<file path="src/rtl/adc_seq_pkg.sv">
package adc_seq_pkg;

  localparam int unsigned HALF_W = 6;
  typedef logic [HALF_W-1:0] half_cnt_t;

  typedef enum logic [1:0] {
    KIND_NORMAL,
    KIND_FIRST,
    KIND_TRIG
  } conv_kind_e;

  // sample point and completion point, in ADC half periods from the start
  typedef struct packed {
    half_cnt_t sh;
    half_cnt_t fin;
  } conv_plan_t;

  localparam half_cnt_t NORM_SH   = 6'd3;
  localparam half_cnt_t NORM_FIN  = 6'd26;
  localparam half_cnt_t FIRST_SH  = 6'd29;
  localparam half_cnt_t FIRST_FIN = 6'd50;
  localparam half_cnt_t TRIG_SH   = 6'd4;
  localparam half_cnt_t TRIG_FIN  = 6'd27;
  localparam half_cnt_t DIFF_SLIP = 6'd2;

  function automatic conv_plan_t plan_for(conv_kind_e kind, logic slip);
    conv_plan_t p;
    case (kind)
      KIND_FIRST: p = '{sh: FIRST_SH, fin: FIRST_FIN};
      KIND_TRIG:  p = '{sh: TRIG_SH,  fin: TRIG_FIN};
      default:    p = '{sh: NORM_SH,  fin: NORM_FIN};
    endcase
    if (slip) begin
      p.sh  = p.sh + DIFF_SLIP;
      p.fin = p.fin + DIFF_SLIP;
    end
    return p;
  endfunction

endpackage

</file>
<file path="src/rtl/adc_prescaler.sv">
module adc_prescaler #(
  parameter int unsigned DIV = 4
) (
  input  logic clk_i,
  input  logic rst_ni,
  input  logic clr_i,
  output logic tick_o,
  output logic rise_o,
  output logic ck2_o
);

  localparam int unsigned HALF = (DIV >= 2) ? DIV / 2 : 1;
  localparam int unsigned PS_W = (HALF > 1) ? $clog2(HALF) : 1;
  localparam logic [PS_W-1:0] PS_LAST = PS_W'(HALF - 1);

  logic [PS_W-1:0] ps_q;
  logic            ph_q;  // 0: next tick is a rising ADC edge
  logic            ck2_q;

  assign tick_o = (ps_q == PS_LAST);
  assign rise_o = tick_o & ~ph_q;
  assign ck2_o  = ck2_q;

  always_ff @(posedge clk_i or negedge rst_ni) begin
    if (!rst_ni) begin
      ps_q  <= '0;
      ph_q  <= 1'b0;
      ck2_q <= 1'b0;
    end else if (clr_i) begin
      // restart counts as a rising edge, so the next tick is a falling one
      ps_q <= '0;
      ph_q <= 1'b1;
    end else begin
      ps_q <= tick_o ? '0 : ps_q + 1'b1;
      if (tick_o) ph_q <= ~ph_q;
      if (rise_o) ck2_q <= ~ck2_q;
    end
  end

endmodule

</file>
<file path="src/rtl/adc_seq_ctrl.sv">
module adc_seq_ctrl
  import adc_seq_pkg::*;
#(
  parameter int unsigned RES_W  = 10,
  parameter int unsigned CHAN_W = 5
) (
  input  logic              clk_i,
  input  logic              rst_ni,
  input  logic              en_i,
  input  logic              start_i,
  input  logic              auto_en_i,
  input  logic              trig_i,
  input  logic              free_run_i,
  input  logic              diff_i,
  input  logic [CHAN_W-1:0] chan_i,
  input  logic              tick_i,
  input  logic              rise_i,
  input  logic              ck2_i,
  output logic              presc_clr_o,
  output logic              busy_o,
  output logic              sh_o,
  output logic              mux_upd_o,
  output logic [CHAN_W-1:0] chan_o,
  output logic [RES_W-1:0]  dec_o,
  output logic              done_o
);

  logic              busy_q, pend_q, first_q, trig_q;
  half_cnt_t         cnt_q;
  conv_plan_t        plan_q;
  logic              sh_q, mux_q, done_q;
  logic [CHAN_W-1:0] chan_q;
  logic [RES_W-1:0]  dec_q, dec_d;

  logic              trig_rise, acc_trig, acc_user, finish, sh_hit;
  half_cnt_t         since_sh;
  logic [HALF_W-2:0] step;
  logic              dec_hit;

  always_comb begin
    trig_rise = auto_en_i & trig_i & ~trig_q;
    acc_trig  = en_i & ~busy_q & trig_rise;
    acc_user  = en_i & ~busy_q & ~acc_trig & (start_i | pend_q) & rise_i;
    finish    = en_i & busy_q & tick_i & (cnt_q == plan_q.fin);
    sh_hit    = en_i & busy_q & tick_i & (cnt_q == plan_q.sh);
    since_sh  = cnt_q - plan_q.sh;
    step      = since_sh[HALF_W-1:1];
    dec_hit   = en_i & busy_q & tick_i & (cnt_q > plan_q.sh) & ~since_sh[0];
    dec_d     = '0;
    for (int i = 0; i < RES_W; i++) begin
      dec_d[i] = dec_hit && (int'(step) == int'(RES_W) - i);
    end
  end

  assign presc_clr_o = acc_trig;

  always_ff @(posedge clk_i or negedge rst_ni) begin
    if (!rst_ni) begin
      busy_q  <= 1'b0;
      pend_q  <= 1'b0;
      first_q <= 1'b1;
      trig_q  <= 1'b0;
      cnt_q   <= '0;
      plan_q  <= plan_for(KIND_NORMAL, 1'b0);
    end else begin
      trig_q <= trig_i;
      if (!en_i) begin
        busy_q  <= 1'b0;
        pend_q  <= 1'b0;
        first_q <= 1'b1;
        cnt_q   <= '0;
      end else if (acc_trig) begin
        busy_q <= 1'b1;
        pend_q <= 1'b0;
        cnt_q  <= 6'd1;
        plan_q <= plan_for(first_q ? KIND_FIRST : KIND_TRIG, 1'b0);
      end else if (acc_user) begin
        busy_q <= 1'b1;
        pend_q <= 1'b0;
        cnt_q  <= 6'd1;
        plan_q <= plan_for(first_q ? KIND_FIRST : KIND_NORMAL, diff_i & ck2_i);
      end else if (finish) begin
        first_q <= 1'b0;
        if (free_run_i) begin
          cnt_q  <= 6'd1;
          plan_q <= plan_for(KIND_NORMAL, 1'b0);
        end else begin
          busy_q <= 1'b0;
          cnt_q  <= '0;
        end
      end else begin
        if (busy_q && tick_i) cnt_q <= cnt_q + 1'b1;
        if (!busy_q && start_i) pend_q <= 1'b1;
      end
    end
  end

  always_ff @(posedge clk_i or negedge rst_ni) begin
    if (!rst_ni) begin
      sh_q   <= 1'b0;
      mux_q  <= 1'b0;
      done_q <= 1'b0;
      dec_q  <= '0;
      chan_q <= '0;
    end else begin
      sh_q   <= sh_hit;
      mux_q  <= sh_hit;
      done_q <= finish;
      dec_q  <= dec_d;
      if (sh_hit) chan_q <= chan_i;
    end
  end

  assign busy_o    = busy_q | pend_q;
  assign sh_o      = sh_q;
  assign mux_upd_o = mux_q;
  assign chan_o    = chan_q;
  assign dec_o     = dec_q;
  assign done_o    = done_q;

  a_r9_dec_onehot: assert property (@(posedge clk_i) disable iff (!rst_ni)
    $onehot0(dec_q));

  a_r9_dec_in_conv: assert property (@(posedge clk_i) disable iff (!rst_ni)
    (|dec_q) |-> busy_q);

  a_r12_busy_at_sample: assert property (@(posedge clk_i) disable iff (!rst_ni)
    sh_q |-> busy_o);

  a_r8_chan_hold: assert property (@(posedge clk_i) disable iff (!rst_ni)
    !mux_q |-> $stable(chan_q));

endmodule

</file>
<file path="src/rtl/adc_sar_reg.sv">
module adc_sar_reg #(
  parameter int unsigned RES_W = 10,
  parameter int unsigned REG_W = 8
) (
  input  logic             clk_i,
  input  logic             rst_ni,
  input  logic             sh_i,
  input  logic [RES_W-1:0] dec_i,
  input  logic             comp_i,
  input  logic             done_i,
  input  logic             clr_i,
  output logic [RES_W-1:0] dac_o,
  output logic [REG_W-1:0] res_hi_o,
  output logic [REG_W-1:0] res_lo_o,
  output logic             flag_o
);

  localparam logic [RES_W-1:0] TRIAL_MSB = {1'b1, {(RES_W-1){1'b0}}};

  logic [RES_W-1:0] sar_q, sar_d, res_q;
  logic             flag_q;

  always_comb begin
    sar_d = sar_q;
    if (sh_i) begin
      sar_d = TRIAL_MSB;
    end else begin
      for (int i = 0; i < RES_W; i++) begin
        if (dec_i[i]) sar_d[i] = comp_i;
      end
      for (int i = 1; i < RES_W; i++) begin
        if (dec_i[i]) sar_d[i-1] = 1'b1;
      end
    end
  end

  always_ff @(posedge clk_i or negedge rst_ni) begin
    if (!rst_ni) begin
      sar_q  <= '0;
      res_q  <= '0;
      flag_q <= 1'b0;
    end else begin
      sar_q  <= sar_d;
      if (done_i) res_q <= sar_q;
      flag_q <= done_i | (flag_q & ~clr_i);
    end
  end

  assign dac_o    = sar_q;
  assign res_hi_o = REG_W'(res_q >> REG_W);
  assign res_lo_o = res_q[REG_W-1:0];
  assign flag_o   = flag_q;

  a_r11_flag_hold: assert property (@(posedge clk_i) disable iff (!rst_ni)
    flag_q && !clr_i |=> flag_q);

  a_r11_flag_source: assert property (@(posedge clk_i) disable iff (!rst_ni)
    $rose(flag_q) |-> $past(done_i));

  a_r9_one_decision: assert property (@(posedge clk_i) disable iff (!rst_ni)
    sh_i |-> (dec_i == '0));

endmodule

</file>
<file path="src/rtl/adc_conv_seq.sv">
module adc_conv_seq #(
  parameter int unsigned PRESC_DIV = 4,
  parameter int unsigned RES_W     = 10,
  parameter int unsigned REG_W     = 8,
  parameter int unsigned CHAN_W    = 5
) (
  input  logic              clk_i,
  input  logic              rst_ni,
  input  logic              en_i,
  input  logic              start_i,
  input  logic              auto_en_i,
  input  logic              trig_i,
  input  logic              free_run_i,
  input  logic              diff_i,
  input  logic [CHAN_W-1:0] chan_i,
  input  logic              comp_i,
  input  logic              flag_clr_i,
  output logic              busy_o,
  output logic              ck2_o,
  output logic              sh_o,
  output logic              mux_upd_o,
  output logic [CHAN_W-1:0] chan_o,
  output logic [RES_W-1:0]  dec_o,
  output logic [RES_W-1:0]  dac_o,
  output logic [REG_W-1:0]  res_hi_o,
  output logic [REG_W-1:0]  res_lo_o,
  output logic              flag_o
);

  logic tick, rise, presc_clr, done;

  adc_prescaler #(.DIV(PRESC_DIV)) u_presc (
    .clk_i  (clk_i),
    .rst_ni (rst_ni),
    .clr_i  (presc_clr | ~en_i),
    .tick_o (tick),
    .rise_o (rise),
    .ck2_o  (ck2_o)
  );

  adc_seq_ctrl #(.RES_W(RES_W), .CHAN_W(CHAN_W)) u_ctrl (
    .clk_i       (clk_i),
    .rst_ni      (rst_ni),
    .en_i        (en_i),
    .start_i     (start_i),
    .auto_en_i   (auto_en_i),
    .trig_i      (trig_i),
    .free_run_i  (free_run_i),
    .diff_i      (diff_i),
    .chan_i      (chan_i),
    .tick_i      (tick),
    .rise_i      (rise),
    .ck2_i       (ck2_o),
    .presc_clr_o (presc_clr),
    .busy_o      (busy_o),
    .sh_o        (sh_o),
    .mux_upd_o   (mux_upd_o),
    .chan_o      (chan_o),
    .dec_o       (dec_o),
    .done_o      (done)
  );

  adc_sar_reg #(.RES_W(RES_W), .REG_W(REG_W)) u_sar (
    .clk_i    (clk_i),
    .rst_ni   (rst_ni),
    .sh_i     (sh_o),
    .dec_i    (dec_o),
    .comp_i   (comp_i),
    .done_i   (done),
    .clr_i    (flag_clr_i),
    .dac_o    (dac_o),
    .res_hi_o (res_hi_o),
    .res_lo_o (res_lo_o),
    .flag_o   (flag_o)
  );

endmodule

</file>
<file path="config.mk">
export PLATFORM = sky130hd
export DESIGN_NAME = adc_conv_seq
export DESIGN_NICKNAME = d
export VERILOG_FILES = /design/src/rtl/adc_seq_pkg.sv /design/src/rtl/adc_prescaler.sv /design/src/rtl/adc_seq_ctrl.sv /design/src/rtl/adc_sar_reg.sv /design/src/rtl/adc_conv_seq.sv
export SDC_FILE = /design/constraint.sdc
export NUM_CORES = 1
export LEC_CHECK = 0
export BUFFER_PORTS_ARGS = -buffer_cell sky130_fd_sc_hd__buf_2
export CAP_MARGIN = 10
export CORE_MARGIN = 2
export CORE_UTILIZATION = 37
export CTS_BUF_LIST = sky130_fd_sc_hd__clkbuf_16
export DETAILED_ROUTE_END_ITERATION = 10
export MAX_ROUTING_LAYER = met4
export PLACE_DENSITY_LB_ADDON = 0.12
export SYNTH_ARGS = -nofsm -noshare
export SYNTH_HDL_FRONTEND = slang
export SYNTH_SLANG_ARGS = --single-unit
</file>
<file path="constraint.sdc">
create_clock -name clk_i -period 5.03 [get_ports clk_i]
set_input_delay 1.006 -clock clk_i [delete_from_list [all_inputs] [get_ports clk_i]]
set_output_delay 1.006 -clock clk_i [all_outputs]
set_load 0.03 [all_outputs]
</file>
==> flow_metrics.py <==
metrics = {
    "cts": {
        "cts-hold-fix-buffers": 0,
        "htreeDepth": 3,
        "cts.sinks": 59,
        "root_buffer": "clkbuf_16",
        "cts_tree": "built",
        "cts.reportedPaths.clkPinSlew_ps": 50,
        "cts_buffer_depth": 2,
        "cts_made_buffers": 9,
        "clk_latency_ps": 320,
        "cts_setup_buffers": 0,
        "cts_resized": 0,
    },
    "layout": {
        "fin_nets": 333,
        "diodes": 0,
        "final_cell_mix": "buf_2 (54), dfrtp_1 (54), nor2_1 (32)",
        "syn_to_final_growth_pct": 21.4,
        "layoutNonFillerInstCount": 413,
        "fillers": 699,
        "final_util_pct": 47.1,
        "drive_gt1_share_pct": 33.4,
    },
    "power_and_ir_drop": {
        "p_per_area_mw_per_mm2": 353,
        "vdd_drop_max_v": 0.000211,
        "p_leak_nw": 1.77,
    },
    "place": {
        "dpl.hpwl_um": 4200,
        "dp_cells": 398,
        "portBuffers": 54,
        "place.gp.congestion": 0.814,
        "dp_slack_ps": 2600,
    },
    "timing": {
        "final.setup.tns_ps": 0,
        "finalCritPeriodShare_pct": 47.8,
        "skew_ps": 3.86,
        "period_needed_ps": 2410,
        "finalWorstSetupSlack_ps": 2620,
        "setup_violations": 0,
        "finalHoldViolCount": 0,
        "rsz0062_at_grt": "false",
        "slew_violations": 0,
        "worst_pin_slew_ps": 588,
        "hold_ws_ps": 470,
        "slew_headroom_pct": 60.4,
        "timing.fmax_ghz": 0.416,
    },
    "setup_path": {
        "crit_family": "adder cells",
        "startpoint_type": "flip-flop",
        "cpPeakStageDelay_ps": 430,
        "cp_data_required_time_ps": 5230,
        "critPathBufInv": 2,
        "path_cells": "inv_1 -> ha_1 -> inv_1 -> fa_1 -> a21o_1 -> a21oi_1 -> mux2_2 -> nand4b_1 -> nor2_1",
        "cpMostUsedCell": "inv_1",
        "critPathMaxFanout": 5,
        "crit_type": "reg -> reg",
        "cp_slowest_cell": "dfrtp_1",
        "cp.arrival_ps": 2600,
        "critPathCaptureType": "flip-flop",
    },
    "global_routing": {
        "track_usage_pct": 14.8,
        "grt_pass1_wl_um": 9560,
        "grt_pass1_vias": 1982,
        "overflow": 0,
        "antenna_found_initial": 0,
        "grt_max_degree": 37,
    },
    "floorplan": {
        "rows": 31,
        "die_y_um": 91.7,
        "initial_core_util_pct": 38.8,
        "core_sq_mm": 0.00733,
        "dieArea_sq_mm": 0.00840,
        "ios": 61,
        "die_x_um": 91.7,
    },
    "detailed_routing": {
        "drtPass1Iterations": 4,
        "wl_per_cell_um": 13.4,
        "wirelength_um": 5550,
        "dr.first_iter.drc_count": 67,
        "vias": 1981,
        "drtAntennaViolNets": 0,
        "drc_errors": 0,
        "via_per_inst": 4.80,
    },
    "run": {
        "max_cap_violations": 0,
    },
    "run_status": {
        "status": "complete, no violations",
    },
    "synthesis": {
        "synth_seq_area_share_pct": 52.2,
        "avgSynthCellArea_sq_um": 11.2,
        "synth.ff_latch_count": 59,
        "synth.distinct_cells": 51,
        "yosysWarnings": 0,
        "netlist_area_sq_mm": 0.00284,
        "synthCells": 253,
    },
    "min_path": {
        "hold_class": "reg -> reg",
    },
}
==> worst reg2reg max path, stage by stage, from the launching register on <==
cell	delay (ps)
dfrtp_1	430
inv_1	140
ha_1	170
inv_1	50
fa_1	430
a21o_1	210
a21oi_1	240
mux2_2	380
nand4b_1	170
nor2_1	70
==> metal layers <==
| layer | share of wire, % | vias to the layer above | GRT usage [%] | wire, um |
|---|---|---|---|---|
| li1 | - | 979 | - | - |
| met1 | 45 | 949 | 18.3 | 2510 |
| met2 | 49 | 45 | 23.1 | 2700 |
| met3 | 4.7 | 8 | 4.27 | 262 |
| met4 | 1.4 | 0 | 5.56 | 80 |
| met5 | 0 | - | - | 0 |
==> power by group <==
group | internal, mW | total (mW) | switching [mW]
combinational | 0.0499 | 0.135 | 0.0847
sequential | 0.493 | 0.510 | 0.0167
clock | 0.376 | 0.572 | 0.197
==> path summary, 6_finish.rpt <==
| kind | startpoint | cells after the start | slack (ps) | end |
|---|---|---|---|---|
| max in group asynchronous | rst_ni | 2 | 3480 | u_ctrl.plan_q[6]$_DFFE_PN1P_ |
| worst min register to register | u_sar.flag_o$_DFF_PN0_ | 1 | 470 | u_sar.flag_o$_DFF_PN0_ |
| min in group asynchronous | rst_ni | 1 | 660 | u_sar.res_q[2]$_DFFE_PN0P_ |
| worst min-delay path | u_sar.flag_o$_DFF_PN0_ | 1 | 470 | u_sar.flag_o$_DFF_PN0_ |
| worst max-delay path | u_ctrl.cnt_q[0]$_DFFE_PN0P_ | 9 | 2620 | u_ctrl.dec_o[3]$_DFF_PN0_ |
| worst max register to register | u_ctrl.cnt_q[0]$_DFFE_PN0P_ | 9 | 2620 | u_ctrl.dec_o[3]$_DFF_PN0_ |
==> area by class of cell <==
| type | instances | area (sq um) | area share, % |
|---|---|---|---|
| multi-input combinational | 175 | 1250 | 36.1 |
| tap | 99 | 124 | 3.59 |
| clock buffer | 9 | 225 | 6.52 |
| clock inverter | 6 | 57.6 | 1.67 |
| timing repair buffer | 55 | 278 | 8.05 |
| inverter | 10 | 37.5 | 1.09 |
| sequential | 59 | 1480 | 43.0 |
==> cell usage after synthesis (all sizes together) <==
master / instances / area (sq um)
nand3: 6 / 40.0
and3: 1 / 6.26
nand3b: 4 / 30.0
a211o: 1 / 8.76
dfrtp: 54 / 1350
or3: 2 / 17.5
o21ai: 8 / 40.0
o311a: 1 / 10.0
xnor2: 5 / 51.3
nor2: 33 / 126
ha: 7 / 87.6
nand4b: 1 / 8.76
buf: 10 / 78.8
mux2: 16 / 180
nor3b: 1 / 7.51
nor4: 1 / 21.3
xor2: 9 / 78.8
a21oi: 8 / 51.3
nand2: 11 / 41.3
or4: 1 / 11.3
o32a: 1 / 10.0
dfstp: 5 / 131
o2111ai: 2 / 17.5
a21o: 4 / 30.0
conb: 1 / 3.75
a31oi: 1 / 6.26
mux2i: 1 / 10.0
or2: 3 / 18.8
nor2b: 12 / 75.1
o211ai: 2 / 15.0
and2: 1 / 6.26
fa: 1 / 20.0
o22ai: 1 / 6.26
nand2b: 6 / 37.5
inv: 10 / 37.5
a31o: 1 / 8.76
nor3: 4 / 31.3
o21a: 1 / 7.51
a211oi: 9 / 67.6
nand4: 2 / 18.8
clkbuf: 4 / 15.0
a2bb2o: 1 / 20.0
==> state kept, by name, summed over array words and instances (netlist names), 5 cells and up <==
name / flops
u_ctrl.chan_o: 5
u_ctrl.cnt_q: 6
u_ctrl.dec_o: 10
u_ctrl.plan_q: 8
u_sar.dac_o: 10
u_sar.res_q: 10
==> kinds of logic (layout without fill, tap and decap cells) <==
group           after synthesis  count (layout)  synth area share, %
compound gates               41              41                 10.5
fa+ha+maj                     8               8                 3.79
other cells                   1               6                0.132
buf+inv                      24              80                 4.62
xor+xnor                     14              14                 4.58
simple gates                 89              89                 17.5
mux                          17              17                 6.69
flops                        59              59                 52.2
==> metrics by stage <==
step / cell area [sq um] / total power [mW]
after detailed placement: 3170 / 0.654
after global placement: 3170 / 0.654
final: 3450 / 1.22
after CTS: 3450 / 1.23
after global routing: 3450 / 1.28
after floorplan: 2860 / 0.617
Power figures use the tool's default switching activity.
